File: config.mk
export PLATFORM = sky130hd
export DESIGN_NAME = clkdiv_gen
export DESIGN_NICKNAME = d
export VERILOG_FILES = /design/src/rtl/clkdiv_pkg.sv /design/src/rtl/clkdiv_stab.sv /design/src/rtl/clkdiv_phase.sv /design/src/rtl/clkdiv_tap.sv /design/src/rtl/clkdiv_gen.sv
export SDC_FILE = /design/constraint.sdc
export NUM_CORES = 1
export LEC_CHECK = 0
export BUFFER_PORTS_ARGS = -buffer_cell sky130_fd_sc_hd__buf_2
export CORE_ASPECT_RATIO = 0.9
export CORE_MARGIN = 5
export CORE_UTILIZATION = 50
export DETAILED_ROUTE_END_ITERATION = 7
export PLACE_DENSITY = 0.64
export SYNTH_ARGS = -nofsm -noshare
export SYNTH_HDL_FRONTEND = slang
export SYNTH_HIERARCHICAL = 1
export SYNTH_SLANG_ARGS = --single-unit
export TNS_END_PERCENT = 1
File: constraint.sdc
create_clock -name clk_i -period 3.8 [get_ports clk_i]
set_input_delay 0.95 -clock clk_i [delete_from_list [all_inputs] [get_ports clk_i]]
set_output_delay 0.95 -clock clk_i [all_outputs]
set_load 0.005 [all_outputs]
File: src/rtl/clkdiv_pkg.sv
package clkdiv_pkg;
  typedef enum logic [1:0] {
    MUL_X1  = 2'b00,
    MUL_X2  = 2'b01,
    MUL_X4  = 2'b10,
    MUL_X4B = 2'b11
  } mul_sel_e;

  localparam int unsigned PHASE_W = 5;  // 32-cycle frame, slowest period
  localparam int unsigned LOG_W   = 3;

  // log2 of core period in reference cycles
  function automatic logic [LOG_W-1:0] core_log2(logic mode_hi, mul_sel_e sel);
    if (!mode_hi) return 3'd3;
    case (sel)
      MUL_X1:  return 3'd2;
      MUL_X2:  return 3'd1;
      default: return 3'd0;
    endcase
  endfunction
endpackage

File: src/rtl/clkdiv_stab.sv
module clkdiv_stab #(
  parameter int unsigned       STAB_W      = 16,
  parameter logic [STAB_W-1:0] STAB_CYCLES = 16'd1000
) (
  input  logic clk_i,
  input  logic rst_ni,
  output logic run_o
);
  logic [STAB_W-1:0] wait_q;
  logic              run_q;

  always_ff @(posedge clk_i or negedge rst_ni) begin
    if (!rst_ni) begin
      wait_q <= STAB_CYCLES;
      run_q  <= 1'b0;
    end else begin
      if (wait_q != '0) wait_q <= wait_q - 1'b1;
      if (wait_q == '0) run_q <= 1'b1;
    end
  end

  assign run_o = run_q;
endmodule

File: src/rtl/clkdiv_phase.sv
module clkdiv_phase
  import clkdiv_pkg::*;
#(
  parameter int unsigned CNT_W = PHASE_W
) (
  input  logic             clk_i,
  input  logic             rst_ni,
  input  logic             run_i,
  input  mul_sel_e         mul_i,
  output logic [CNT_W-1:0] cnt_o,
  output mul_sel_e         sel_o
);
  logic [CNT_W-1:0] cnt_q;
  mul_sel_e         sel_q;
  logic             load;

  // adopt new field only at frame wrap, so no short period
  assign load = !run_i || (cnt_q == '1);

  always_ff @(posedge clk_i or negedge rst_ni) begin
    if (!rst_ni) begin
      cnt_q <= '0;
      sel_q <= MUL_X1;
    end else begin
      if (run_i) cnt_q <= cnt_q + 1'b1;
      if (load)  sel_q <= mul_i;
    end
  end

  assign cnt_o = cnt_q;
  assign sel_o = sel_q;
endmodule

File: src/rtl/clkdiv_tap.sv
module clkdiv_tap #(
  parameter int unsigned CNT_W = 5,
  parameter int unsigned LOG_W = 3
) (
  input  logic [CNT_W-1:0] cnt_i,
  input  logic [LOG_W-1:0] log2_i,
  input  logic             run_i,
  output logic             en_o
);
  logic [CNT_W-1:0] mask;

  always_comb begin
    mask = ~({CNT_W{1'b1}} << log2_i);
    en_o = run_i && ((cnt_i & mask) == '0);
  end
endmodule

File: src/rtl/clkdiv_gen.sv
module clkdiv_gen
  import clkdiv_pkg::*;
#(
  parameter int unsigned       STAB_W      = 16,
  parameter logic [STAB_W-1:0] STAB_CYCLES = 16'd1000
) (
  input  logic       clk_i,
  input  logic       rst_ni,
  input  logic       mode_hi_i,
  input  logic [1:0] mul_sel_i,
  output logic       core_en_o,
  output logic       perio_en_o,
  output logic       sys_en_o
);
  localparam int unsigned NUM_TAPS = 3;

  logic               mode_q;
  logic               run;
  logic [PHASE_W-1:0] phase;
  mul_sel_e           sel_act;
  logic [LOG_W-1:0]   core_lg;
  logic [LOG_W-1:0]   tap_lg [NUM_TAPS];
  logic [NUM_TAPS-1:0] tap_en;

  // mode captured only while reset is held
  always_ff @(posedge clk_i) begin
    if (!rst_ni) mode_q <= mode_hi_i;
  end

  clkdiv_stab #(
    .STAB_W      (STAB_W),
    .STAB_CYCLES (STAB_CYCLES)
  ) u_stab (
    .clk_i  (clk_i),
    .rst_ni (rst_ni),
    .run_o  (run)
  );

  clkdiv_phase #(
    .CNT_W (PHASE_W)
  ) u_phase (
    .clk_i  (clk_i),
    .rst_ni (rst_ni),
    .run_i  (run),
    .mul_i  (mul_sel_e'(mul_sel_i)),
    .cnt_o  (phase),
    .sel_o  (sel_act)
  );

  always_comb begin
    core_lg   = core_log2(mode_q, sel_act);
    tap_lg[0] = core_lg;
    tap_lg[1] = core_lg + 3'd2;
    tap_lg[2] = mode_q ? 3'd2 : 3'd3;
  end

  for (genvar g = 0; g < NUM_TAPS; g++) begin : g_tap
    clkdiv_tap #(
      .CNT_W (PHASE_W),
      .LOG_W (LOG_W)
    ) u_tap (
      .cnt_i  (phase),
      .log2_i (tap_lg[g]),
      .run_i  (run),
      .en_o   (tap_en[g])
    );
  end

  assign core_en_o  = tap_en[0];
  assign perio_en_o = tap_en[1];
  assign sys_en_o   = tap_en[2];
endmodule

=== Word level (Yosys, flattened, before mapping) ===
Index checks and enable logic that the tools add are counted.

* $add $sub $neg: 3
* Eq/ne operators: 2
* Shift-type cells: 3
* Multiplexer cells: 3
* Bitwise gates (word level): 6
* Reductions and logical operators: 11

{| class="wikitable"
|+ Operator list
! cell !! number
|-
| 16-bit logical NOT || 1
|-
| 16-bit nonzero test || 1
|-
| 16-bit by 1-bit subtractor with 16-bit output (second input constant) || 1
|-
| 5-bit bitwise AND || 3
|-
| 5-bit logical NOT || 3
|-
| 5-bit inverter || 3
|-
| 5-bit by 2-bit left shift with 5-bit output (first input constant) || 2
|-
| 5-bit by 1-bit adder with 5-bit output (second input constant) || 1
|-
| 5-bit equality test (second input constant) || 1
|-
| 5-bit by 3-bit left shift with 5-bit output (first input constant) || 1
|-
| 2-bit case mux with 2 select lines || 1
|-
| 3-bit by 2-bit adder with 3-bit output (second input constant) || 1
|-
| 1-bit logical AND || 3
|-
| 2-bit by 1-bit equality test with 1-bit output (second input constant) || 1
|-
| 2-bit logical NOT || 1
|-
| 2-bit 2-to-1 mux || 1
|-
| 1-bit logical NOT || 1
|-
| 1-bit logical OR || 1
|-
| 1-bit 2-to-1 mux || 1
|}

* Register bits: 25
* Input port bits: 5
* Output and inout bits: 3
* Word-level logic and storage cells: 33

=== Longest topological paths before layout ===
Gate-level depths: netlist of run 1.

* Depth in word-level cells: 9
* Gate-level depth with buffers: 7

=== Hierarchy ===
The synthesis of run 1 kept the hierarchy.

{| class="wikitable"
|+ Modules (own cells, without submodules)
! module !! times used !! cells each !! area an instance (sq um)
|-
| clkdiv_stab || 1 || 80 || 878.3
|-
| clkdiv_phase || 1 || 20 || 296.5
|-
| clkdiv_tap || 3 || 9 || 42.5
|-
| clkdiv_gen || 1 || 9 || 70.1
|}

=== Worst setup path after synthesis of run 1 ===
No wires, ideal clock.

* Path kind: register to register
* From: register u_stab.wait_q[0]
* To: register u_stab.wait_q[8]
* Data arrival time: 1.955 ns
* Required time: 3.725 ns
* Slack: 1.770 ns
* Cell stages (with the launch flop): 8
* Path buffers: 1
* Cells stage by stage: dfrtp_1 > inv_1 > ha_1 > buf_6 > or4b_4 > or4b_4 > nand4b_1 > xnor2_1

* Longest elaborated chain between the ends: 1
* Elaborated cells between the ends (all ways): 2
* Those cells by class: add/sub: 1; reduce/logical: 1

{| class="wikitable"
|+ Ends and longest elaborated chain
! element !! line !! RTL
|-
| start, declared || clkdiv_stab.sv:9 || <nowiki>logic [STAB_W-1:0] wait_q;</nowiki>
|-
| start signal, assigned || clkdiv_stab.sv:17 || <nowiki>if (wait_q != '0) wait_q <= wait_q - 1'b1;</nowiki>
|-
| 16-bit by 1-bit subtractor with 16-bit output or 16-bit nonzero test (tied branches) || clkdiv_stab.sv:17 ||
|}

Parallel ways exist; a longest one is shown, timed or not.
A chain may end at the register's enable or synchronous reset.

=== Worst setup path after layout of run 1 ===
* From: register u_phase.sel_q[0] (netlist: u_phase/sel_o[0])
* To: output core_en_o

* Longest elaborated chain between the ends: 8
* Elaborated cells between the ends (all ways): 9
* Those cells by class: eq/ne: 1; shift: 1; mux: 2; bitwise: 2; reduce/logical: 3

{| class="wikitable"
|+ Ends and longest elaborated chain
! element !! line !! RTL
|-
| start, declared || clkdiv_phase.sv:14 || <nowiki>mul_sel_e sel_q;</nowiki>
|-
| start signal, assigned || clkdiv_phase.sv:26 || <nowiki>if (load) sel_q <= mul_i;</nowiki>
|-
| 2-bit by 1-bit equality test with 1-bit output or 2-bit logical NOT (tied branches) || clkdiv_pkg.sv:15 || <nowiki>case (sel)</nowiki>
|-
| 2-bit case mux with 2 select lines (*) || clkdiv_pkg.sv:15 ||
|-
| 2-bit 2-to-1 mux (*) || clkdiv_pkg.sv:15 ||
|-
| via core_lg[1] || clkdiv_gen.sv:21 || <nowiki>logic [LOG_W-1:0] core_lg;</nowiki>
|-
| 5-bit by 2-bit left shift with 5-bit output (*) || clkdiv_tap.sv:13 || <nowiki>mask = ~({CNT_W{1'b1}} << log2_i);</nowiki>
|-
| 5-bit inverter (*) || clkdiv_tap.sv:13 ||
|-
| 5-bit bitwise AND (*) || clkdiv_tap.sv:14 || <nowiki>en_o = run_i && ((cnt_i & mask) == '0);</nowiki>
|-
| 5-bit logical NOT (*) || clkdiv_tap.sv:14 ||
|-
| 1-bit logical AND (*) || clkdiv_tap.sv:14 ||
|-
| end, declared || clkdiv_gen.sv:11 || <nowiki>output logic core_en_o,</nowiki>
|}

The timed path passes the listed nets; every way through them passes the cells marked *.

==> run summary, run 1 <==
total CTS buffers = 3
Warnings, synthesis = 6
Final setup viols = 0
CP Capture Type = primary output
GP Congestion = 0.848
Final Cell Area = 0.00148 mm²
Critical R2R Launch = u_stab/wait_q[0]
setup TNS = 0 ns
wire per inst = 13.4 µm
Max Clk Rate = 408 MHz
pin count of the biggest net entering global routing = 26
sequential share of the synthesized area = 0.465
critical path launch point type = flop
Hold-fix buffers, CTS = 0
CP arrival = 1.50 ns
Post-Syn Area per Cell = 10.1 µm²
Rows = 18
Mapped Area = 0.00137 mm²
period utilization = 0.646
fraction of layout cells with a size suffix above 1 = 0.217
total gr overflow = 0
final core utilization = 0.554
min cycle time layout = 2.45 ns
Worst-path clk slew = 0.13 ns
Diodes inserted = 0
DRT antenna net count = 0
Pleak = 0.755 nW
Core Area = 0.00268 mm²
initial antenna violation count = 0
status = completed
hold path cells = 2
crit-path leading delay family = compound AO/OA/AOI/OAI gates
Starting DRT DRC Count = 54
hold endpoint = u_stab/wait_q[6]
Worst Path Buf+Inv = 1
worst-case reg-to-reg path depth = 6
Worst Clk Skew = 0.00227 ns
IO buf count = 7
area grow syn2layout = 8.11%
CTS tree = built
#FFs+latches synth = 25
Register-to-Register Setup Slack = 1.55 ns
Crit path required time = 2.85 ns
Clock Latency Late Sink = 0.31 ns
Worst Tran Pin Value = 0.612 ns
P per Cell Area = 277 mW/mm²
clk root buf = clkbuf_4
clock sinks = 25
Final nets = 161
CP peak stage delay = 0.42 ns
# H-tree levels = 1
post-synth cell types = 39
Die W = 65.2 µm
Worst path slowest cell = dfrtp_1
GRT Util Overall = 0.146
DR DRC count = 0
io pins = 8
DR vias/cell = 5.56
Post-CTS Setup Inserts = 0
Die Span Y = 59.7 µm
drt pass-1 iters = 4
clk buf depth = 2
via count = 1012
routed wire length = 2450 µm
Min-Delay Startpoint = u_stab/wait_q[6]
fin. max-slew vios = 0
Main synth FF type = dfrtp_1
WHS = 0.493 ns
Cells after Synth = 136
kind of critical path = flop to primary output
Hold Fails Final Rpt = 0
vias in the first global route = 1045
max-cap violations = 0
placed instance area = 0.00146 mm²
RSZ-0062 raised after global routing = no
R2R Path End = u_stab/wait_q[9]
critical-path cell list = o21ai_2 -> o21ai_0 -> a22oi_1 -> nor2_1 -> buf_2
EDFF count, synth = 1
HP Class = flop to flop
peak supply drop = 0.140 mV
Worst slew margin = 0.588
dpl hpwl = 1850 µm
first-pass GRT wire length = 4490 µm
asr flop ratio synth = 0.960
post_cts resized = 0
Max FO, Critical Path = 6
Die Footprint = 0.00389 mm²
Initial Util = 0.512
==> area by class of cell <==
| type | instances | area [µm²] |
|---|---|---|
| fillers | 256 | 1200 |
| multi-input cells | 106 | 708 |
| flip-flops and latches | 25 | 638 |
| inverters | 10 | 37.5 |
| well taps | 30 | 37.5 |
| repair buffers | 7 | 35.0 |
| clock buffers | 3 | 22.5 |
| clock inverters | 1 | 5.00 |
==> placed cells by master (no fill, tap or decap), drive strengths merged, types with 2 or more instances in the layout <==
cell type  Yosys  final
dfrtp         18     18
nor2          17     17
o21ai         15     15
inv           10     10
conb           2      8
nand2          8      8
buf            1      7
xnor2          7      7
mux2           7      7
dfstp          6      6
nor4           5      5
clkbuf         0      3
a21oi          3      3
a22oi          3      3
nand4          3      3
xor2           3      3
ha             3      3
nand3          3      3
nand2b         3      3
or3            2      2
or4b           2      2
or2            2      2
nor2b          2      2
==> flip-flops by register name (all words and copies together) (netlist names) <==
name           flops
mode_q             1
u_stab/wait_q     16
u_phase/cnt_o      5
u_phase/sel_o      2
u_stab/run_o       1
==> logic make-up (layout without fill, tap and decap cells) <==
family	count (synthesis)	in the layout	synth area share
compound gates	26	26	0.117
xor+xnor	10	10	0.0638
fa+ha+maj	3	3	0.0274
buf+inv	11	21	0.0355
flops	25	25	0.465
mux	8	8	0.0647
other cells	2	8	0.00547
simple gates	51	51	0.222
==> worst register-to-register path, stage by stage, from the launching register on <==
cell and delay, ns:
dfrtp_1 0.44, inv_1 0.07, ha_1 0.34, or4b_4 0.56, or4b_4 0.52, nand4_1 0.12
xnor2_1 0.13
==> worst max-delay path by stage <==
| stage | startpoint | end | slack, ns | cells past startpoint |
|---|---|---|---|---|
| detailed placement | u_stab/wait_q[0] | u_stab/wait_q[9] | 1.58 | 6 |
| CTS | u_phase/sel_o[0] | core_en_o | 1.33 | 5 |
| finish | u_phase/sel_o[0] | core_en_o | 1.35 | 5 |
| global placement | u_stab/wait_q[0] | u_stab/wait_q[8] | 1.65 | 6 |
| global route | u_phase/sel_o[0] | perio_en_o | 1.21 | 6 |
| floorplan | u_stab/wait_q[0] | u_stab/wait_q[8] | 1.77 | 7 |
==> synth_stat cells (2+ instances only) <==
master	count	area (µm²)
xor2_1	3	26.3
a22oi_1	3	22.5
nand3_1	3	15.0
nor4_1	3	18.8
o21ai_2	2	17.5
o21ai_0	10	50.1
nor4_4	2	42.5
nand4_1	3	18.8
nand2_1	8	30.0
nor2_1	17	63.8
ha_1	3	37.5
inv_1	9	33.8
nor2b_1	2	12.5
o21ai_1	3	15.0
a21oi_1	3	15.0
nand2b_1	2	12.5
or2_2	2	12.5
mux2_1	2	22.5
or4b_4	2	27.5
dfstp_2	6	158
conb_1	2	7.51
xnor2_1	7	61.3
mux2_2	5	56.3
or3_1	2	12.5
dfrtp_1	18	450
==> per-stage QoR <==
stage | cells | setup slack (ns) | power [mW]
2_1_floorplan | 142 | 1.77 | 0.288
3_3_place_gp | 178 | 1.65 | 0.299
3_5_place_dp | 178 | 1.58 | 0.301
4_1_cts | 182 | 1.33 | 0.417
5_1_grt | 182 | 1.21 | 0.436
6_report | 182 | 1.35 | 0.411
==> where the power goes <==
group / internal [mW] / switching [mW]
Combinational: 0.00853 / 0.0150
Sequential: 0.270 / 0.00194
Clock: 0.0393 / 0.0765
Total: 0.318 / 0.0935
==> per-layer routing <==
metal  vias to the layer above  wire length (µm)  GRT usage
met5                         -                 0          0
met4                         0                19     0.0444
met2                        11              1150      0.238
met3                         2                77     0.0301
li1                        502                 -          -
met1                       497              1200      0.199
Power figures use the tool's default switching activity.
==> run 2: changes to the inputs <==
ABC_AREA = 1   (was unset)
clock period = 2.29 ns   (was 3.8 ns; I/O delays follow)
==> run summary, run 2 <==
synth top area cells = dfrtp_1 28%, nand2_1 18%, dfstp_2 9.6%
Largest Register = u_stab/wait_q
Die W = 70.3 µm (+7.8%)
Pleak = 1.09 nW (+44%)
clk root buf = clkbuf_8
EDFF count, synth = 1 (unchanged)
Core Area = 0.00311 mm² (+16%)
via count = 1357 (+34%)
dpl hpwl = 2350 µm (+27%)
GRT Util Overall = 0.149 (+0.00297)
Main synth FF type = dfrtp_1
P_int = 0.586 mW (+84%)
min cycle time layout = 2.03 ns
fraction of layout cells with a size suffix above 1 = 0.163 (-0.0544)
placed insts = 290 (+63%)
Starting DRT DRC Count = 86 (+59%)
P per Cell Area = 422 mW/mm² (+52%)
Worst Clk Skew = 0.00575 ns (+0.00348 ns)
area grow syn2layout = 8.86%
critical path launch point type = flop
sequential share of the synthesized area = 0.390 (-0.0753)
Warnings, synthesis = 6 (unchanged)
net load switching power = 0.167 mW (+78%)
kind of critical path = flop to primary output
max-cap violations = 0 (unchanged)
Max FO, Critical Path = 4 (-2)
clock group share of total power = 0.344 (+0.062)
Final setup viols = 0 (unchanged)
clock sinks = 25 (unchanged)
#FFs+latches synth = 25 (unchanged)
post_cts resized = 0 (unchanged)
post-synth cell types = 25 (-36%)
wire per inst = 10.4 µm (-22%)
RSZ-0062 raised after global routing = no
main combinational cell family by area after synthesis = simple AND/OR/NAND/NOR gates
Initial Util = 0.526 (+0.0138)
Gate power share = 0.057 (about the same)
Net Sw Frac = 0.222 (-0.00559)
max reg flops = 16 (unchanged)
Worst-path clk slew = 0.09 ns (-0.04 ns)
# H-tree levels = 1 (unchanged)
Max Clk Rate = 492 MHz
pin count of the biggest net entering global routing = 25 (-3.8%)
CTS tree = built
Clock Latency Late Sink = 0.27 ns (-0.04 ns)
simple-gate share of the synthesized area = 0.401 (+0.180)
clk buf depth = 2 (unchanged)
GP Congestion = 0.796 (-6.1%)
CP Capture Type = primary output
Final nets = 261 (+62%)
most frequent cells in the layout = 79 x nand2_1, 39 x inv_1, 30 x nor2_1
Post-Syn Area per Cell = 6.91 µm² (-32%)
drt pass-1 iters = 4 (unchanged)
post-synthesis adder-cell area fraction = 0.0229 (-0.00443)
Synth area leader = dfrtp_1
peak supply drop = 0.309 mV (+120%)
Post-CTS Setup Inserts = 0 (unchanged)
Hold Fails Final Rpt = 0 (unchanged)
HP Class = input pin to async pin
vias in the first global route = 1219 (+17%)
Fillers = 309 (+21%)
XOR/XNOR share of the synthesized area = 0.0267 (-0.0371)
DR DRC count = 0 (unchanged)
setup TNS = 0 ns (unchanged)
routed wire length = 3070 µm (+26%)
DRT antenna net count = 0 (unchanged)
Hold-fix buffers, CTS = 0 (unchanged)
period utilization = 0.888
status = completed
DR vias/cell = 4.62 (-17%)
Die Span Y = 64.3 µm (+7.7%)
Cell Count, Final, Fillers Out = 294 (+62%)
Cells after Synth = 237 (+74%)
top-count cell post-synth = nand2_1
total CTS buffers = 3 (unchanged)
initial antenna violation count = 0 (unchanged)
post-synth top area share = 0.275 (-0.0531)
Rows = 19 (+1)
Crit path required time = 1.72 ns (-1.13 ns)
io pins = 8 (unchanged)
Die Footprint = 0.00452 mm² (+16%)
CP arrival = 1.46 ns (-0.04 ns)
total gr overflow = 0 (unchanged)
commonest non-fill, non-tap cell in the layout = nand2_1
Diodes inserted = 0 (unchanged)
IO buf count = 7 (unchanged)
Sequential Power Share = 0.599 (-0.062)
Mapped Area = 0.00164 mm² (+19%)
first-pass GRT wire length = 5530 µm (+23%)
area fraction in compound gates after synthesis = 0.0489 (-0.0678)
asr flop ratio synth = 0.960 (unchanged)
multiplexer share of the synthesized area = 0 (-0.0647)
fin. max-slew vios = 0 (unchanged)
Synth top cells by count = 79 x nand2_1, 39 x inv_1, 30 x nor2_1
## run 2: kinds of logic after synthesis
kind of cell,Yosys count
AO/OA/AOI/OAI,16
XOR/XNOR,5
adder cells (fa/ha/maj),3
buffers and inverters,43
flip-flops,25
other,2
AND/OR/NAND/NOR,143
## run 2: through the flow
step           cell area, µm²   util  worst slack (ns)  power (mW)  hold slack, ns
2_1_floorplan            1650      -             0.765       0.482           0.277
3_3_place_gp             1740  0.558             0.574       0.503           0.454
3_5_place_dp             1740  0.558             0.539       0.503           0.461
4_1_cts                  1780  0.573             0.225       0.769           0.307
5_1_grt                  1780  0.573            0.0660       0.799           0.311
6_report                 1780  0.573             0.258       0.752           0.295
## run 2: power by group through the flow
stage          sequential (mW)  combinational, mW  clock, mW
2_1_floorplan            0.458             0.0234          0
3_3_place_gp             0.459             0.0440          0
3_5_place_dp             0.459             0.0445          0
4_1_cts                  0.450             0.0446      0.274
5_1_grt                  0.451             0.0515      0.297
6_report                 0.450             0.0431      0.259
## run 2: worst paths after layout
path                                   from               end  slack (ns)  depth (start not counted)
hold / removal                       rst_ni  u_stab/wait_q[0]        0.29                          2
min in group clk_i                mode_hi_i            mode_q        0.47                          1
max in group asynchronous            rst_ni  u_stab/wait_q[8]        1.70                          2
hold reg to reg            u_stab/wait_q[0]  u_stab/wait_q[0]        0.47                          1
setup / recovery           u_phase/sel_o[0]        perio_en_o        0.26                          7
setup reg to reg           u_phase/cnt_o[0]  u_phase/cnt_o[4]        0.76                          6
## run 2: layer usage
| layer | global-route usage | part of all wire | vias up |
|---|---|---|---|
| met3 | 0.0376 | 0.059 | 3 |
| met4 | 0.0215 | 0.0055 | 0 |
| li1 | - | - | 730 |
| met5 | 0 | 0 | - |
| met2 | 0.230 | 0.42 | 32 |
| met1 | 0.216 | 0.51 | 592 |
## run 2: worst max-delay path, cell delays in order (launching register included)
cell and delay (ns):
dfrtp_1 0.41, o21ai_0 0.37, nand2_1 0.09, nand2_1 0.07, nand2_1 0.04, nand2_1 0.06
nor2_2 0.04, buf_2 0.11
## run 2: area by class of cell
type                            instances  area, µm²  share of cell area
Clock buffer                            3       41.3              0.0232
Clock inverter                          1       5.00             0.00281
Inverter                               42        163              0.0912
Multi-Input combinational cell        173        841               0.472
Sequential cell                        25        638               0.358
Tap cell                               42       52.6              0.0295
Timing Repair Buffer                    8       42.5              0.0239
==> run 3: changes to the inputs <==
SYNTH_HIERARCHICAL = unset   (was 1)
==> run summary, run 3 <==
Die Span Y = 59.9 µm (-6.9%)
Rows = 18 (-1)
Main synth FF type = dfrtp_1
Warnings, synthesis = 0 (-6)
fin. max-slew vios = 0 (unchanged)
io pins = 8 (unchanged)
#FFs+latches synth = 25 (unchanged)
first-pass GRT wire length = 4420 µm (-20%)
CP arrival = 1.46 ns (about the same)
P per Cell Area = 446 mW/mm² (+5.8%)
simple-gate share of the synthesized area = 0.274 (-0.127)
DRT antenna net count = 0 (unchanged)
clk buf depth = 2 (unchanged)
sequential share of the synthesized area = 0.462 (+0.0719)
via count = 1054 (-22%)
drt pass-1 iters = 4 (unchanged)
most frequent cells in the layout = 35 x nand2_1, 31 x inv_1, 25 x nor2_1
pin count of the biggest net entering global routing = 25 (unchanged)
Pleak = 0.869 nW (-20%)
Core Area = 0.00270 mm² (-13%)
Post-Syn Area per Cell = 7.90 µm² (+14%)
crit-path leading delay family = compound AO/OA/AOI/OAI gates
total gr overflow = 0 (unchanged)
Starting DRT DRC Count = 35 (-59%)
area grow syn2layout = 7.33%
clk root buf = clkbuf_4
Worst Path Buf+Inv = 2 (+1)
Diodes inserted = 0 (unchanged)
initial antenna violation count = 0 (unchanged)
EDFF count, synth = 1 (unchanged)
XOR/XNOR share of the synthesized area = 0.0507 (+0.0239)
CTS tree = built
GP Congestion = 0.879 (+10%)
critical path launch point type = flop
Post-CTS Setup Inserts = 0 (unchanged)
Hold Fails Final Rpt = 0 (unchanged)
post-synth top area share = 0.326 (+0.0508)
Worst Tran Pin Value = 0.309 ns
kind of critical path = flop to primary output
GRT Util Overall = 0.146 (-0.00310)
fraction of layout cells with a size suffix above 1 = 0.177 (+0.0147)
met2 Track Usage GR = 0.242 (+0.0123)
HP Class = input pin to async pin
Crit path depth = 6 (-1)
vias in the first global route = 1003 (-18%)
met3 GRT Util = 0.0451 (+0.00750)
Initial Util = 0.512 (-0.0143)
Clock Latency Late Sink = 0.31 ns (+0.04 ns)
main combinational cell family by area after synthesis = simple AND/OR/NAND/NOR gates
Worst slew margin = 0.794
multiplexer share of the synthesized area = 0.00814 (+0.00814)
Cell Count, Final, Fillers Out = 216 (-27%)
Worst Clk Skew = 0.00689 ns (+0.00113 ns)
DR DRC count = 0 (unchanged)
IO buf count = 7 (unchanged)
Mapped Area = 0.00138 mm² (-16%)
Largest Register = u_stab.wait_q
period utilization = 0.887 (-0.000929)
total CTS buffers = 3 (unchanged)
Final setup viols = 0 (unchanged)
dpl hpwl = 1840 µm (-22%)
CP Capture Type = primary output
Final nets = 196 (-25%)
critical-path cell list = o21ai_0 -> o21bai_1 -> nand2_1 -> inv_1 -> nor2_1 -> buf_2
max reg flops = 16 (unchanged)
synth top area cells = dfrtp_1 33%, dfstp_2 11%, nand2_1 9.5%
DR vias/cell = 4.88 (+5.7%)
post-synth net total = 184
Worst-path clk slew = 0.13 ns (+0.04 ns)
Synth area leader = dfrtp_1
post-synthesis adder-cell area fraction = 0.0362 (+0.0133)
Die Footprint = 0.00392 mm² (-13%)
Crit path required time = 1.72 ns (about the same)
worst-case reg-to-reg path depth = 6 (unchanged)
commonest non-fill, non-tap cell in the layout = nand2_1
GR Util met1 = 0.192 (-0.0242)
max-cap violations = 0 (unchanged)
post_cts resized = 0 (unchanged)
Cells after Synth = 175 (-26%)
area fraction in compound gates after synthesis = 0.0733 (+0.0244)
Worst path slowest cell = dfrtp_1
grt peak-use layer = met2
Hold-fix buffers, CTS = 0 (unchanged)
Fillers = 264 (-15%)
CP peak stage delay = 0.42 ns (about the same)
post-synth cell types = 25 (unchanged)
Die W = 65.4 µm (-7.0%)
status = completed
placed insts = 212 (-27%)
# H-tree levels = 1 (unchanged)
RSZ-0062 raised after global routing = no
clock sinks = 25 (unchanged)
wire per inst = 11.0 µm (+5.5%)
area of the multi-input gates = 612 µm² (-27%)
Max Clk Rate = 493 MHz (+0.10%)
peak supply drop = 0.411 mV (+33%)
min cycle time layout = 2.03 ns (-0.00213 ns)
area occupied by registers = 638 µm² (unchanged)
top-count cell post-synth = nand2_1
routed wire length = 2380 µm (-22%)
Synth top cells by count = 35 x nand2_1, 31 x inv_1, 25 x nor2_1
asr flop ratio synth = 0.960 (unchanged)
setup TNS = 0 ns (unchanged)
Max FO, Critical Path = 3 (-1)
run 3: routing by layer:
metal | wire (µm) | up-vias
met5 | 0 | -
met4 | 13 | 0
met3 | 98 | 2
met2 | 1070 | 14
met1 | 1200 | 482
li1 | - | 556
run 3: where the power goes:
part | leakage, nW | switching (mW) | internal [mW]
clock | 0.0150 | 0.123 | 0.0680
combinational | 0.545 | 0.0131 | 0.00770
sequential | 0.309 | 0.00233 | 0.448
total | 0.869 | 0.139 | 0.524
run 3: path summary, 6_finish.rpt:
| check | from | end | slack (ns) |
|---|---|---|---|
| setup reg to reg | u_phase.cnt_o[0] | u_phase.sel_o[1] | 0.70 |
| hold / removal | rst_ni | u_stab.wait_q[13] | 0.24 |
| min in group clk_i | mode_hi_i | mode_q | 0.44 |
| max in group asynchronous | rst_ni | u_stab.wait_q[8] | 1.76 |
| setup / recovery | u_phase.sel_o[1] | perio_en_o | 0.26 |
| hold reg to reg | u_stab.wait_q[0] | u_stab.wait_q[0] | 0.48 |
run 3: logic make-up (layout without fill, tap and decap cells):
logic type | Yosys count | count (layout)
and+or+nand+nor | 83 | 83
buffers and inverters | 35 | 46
DFF | 25 | 25
AOI/OAI and AO/OA | 19 | 19
xor gates and xnor gates | 8 | 8
adders and majority gates | 4 | 4
muxes | 1 | 1
run 3: final cells by class:
cell class | instances | area share
clock buffer | 4 | 0.0177
inverter | 34 | 0.0860
multi-input combinational | 115 | 0.412
sequential | 25 | 0.430
tap | 30 | 0.0253
timing repair buffer | 8 | 0.0287
run 3: through the flow:
| stage | power, mW | area [µm²] | util | setup slack, ns | hold slack, ns |
|---|---|---|---|---|---|
| finish | 0.662 | 1480 | 0.549 | 0.260 | 0.243 |
| global route | 0.701 | 1480 | 0.549 | 0.0852 | 0.251 |
| CTS | 0.676 | 1480 | 0.549 | 0.231 | 0.247 |
| detailed placement | 0.480 | 1460 | 0.539 | 0.601 | 0.461 |
| global placement | 0.479 | 1460 | 0.539 | 0.663 | 0.462 |
| floorplan | 0.464 | 1380 | - | 0.796 | 0.277 |
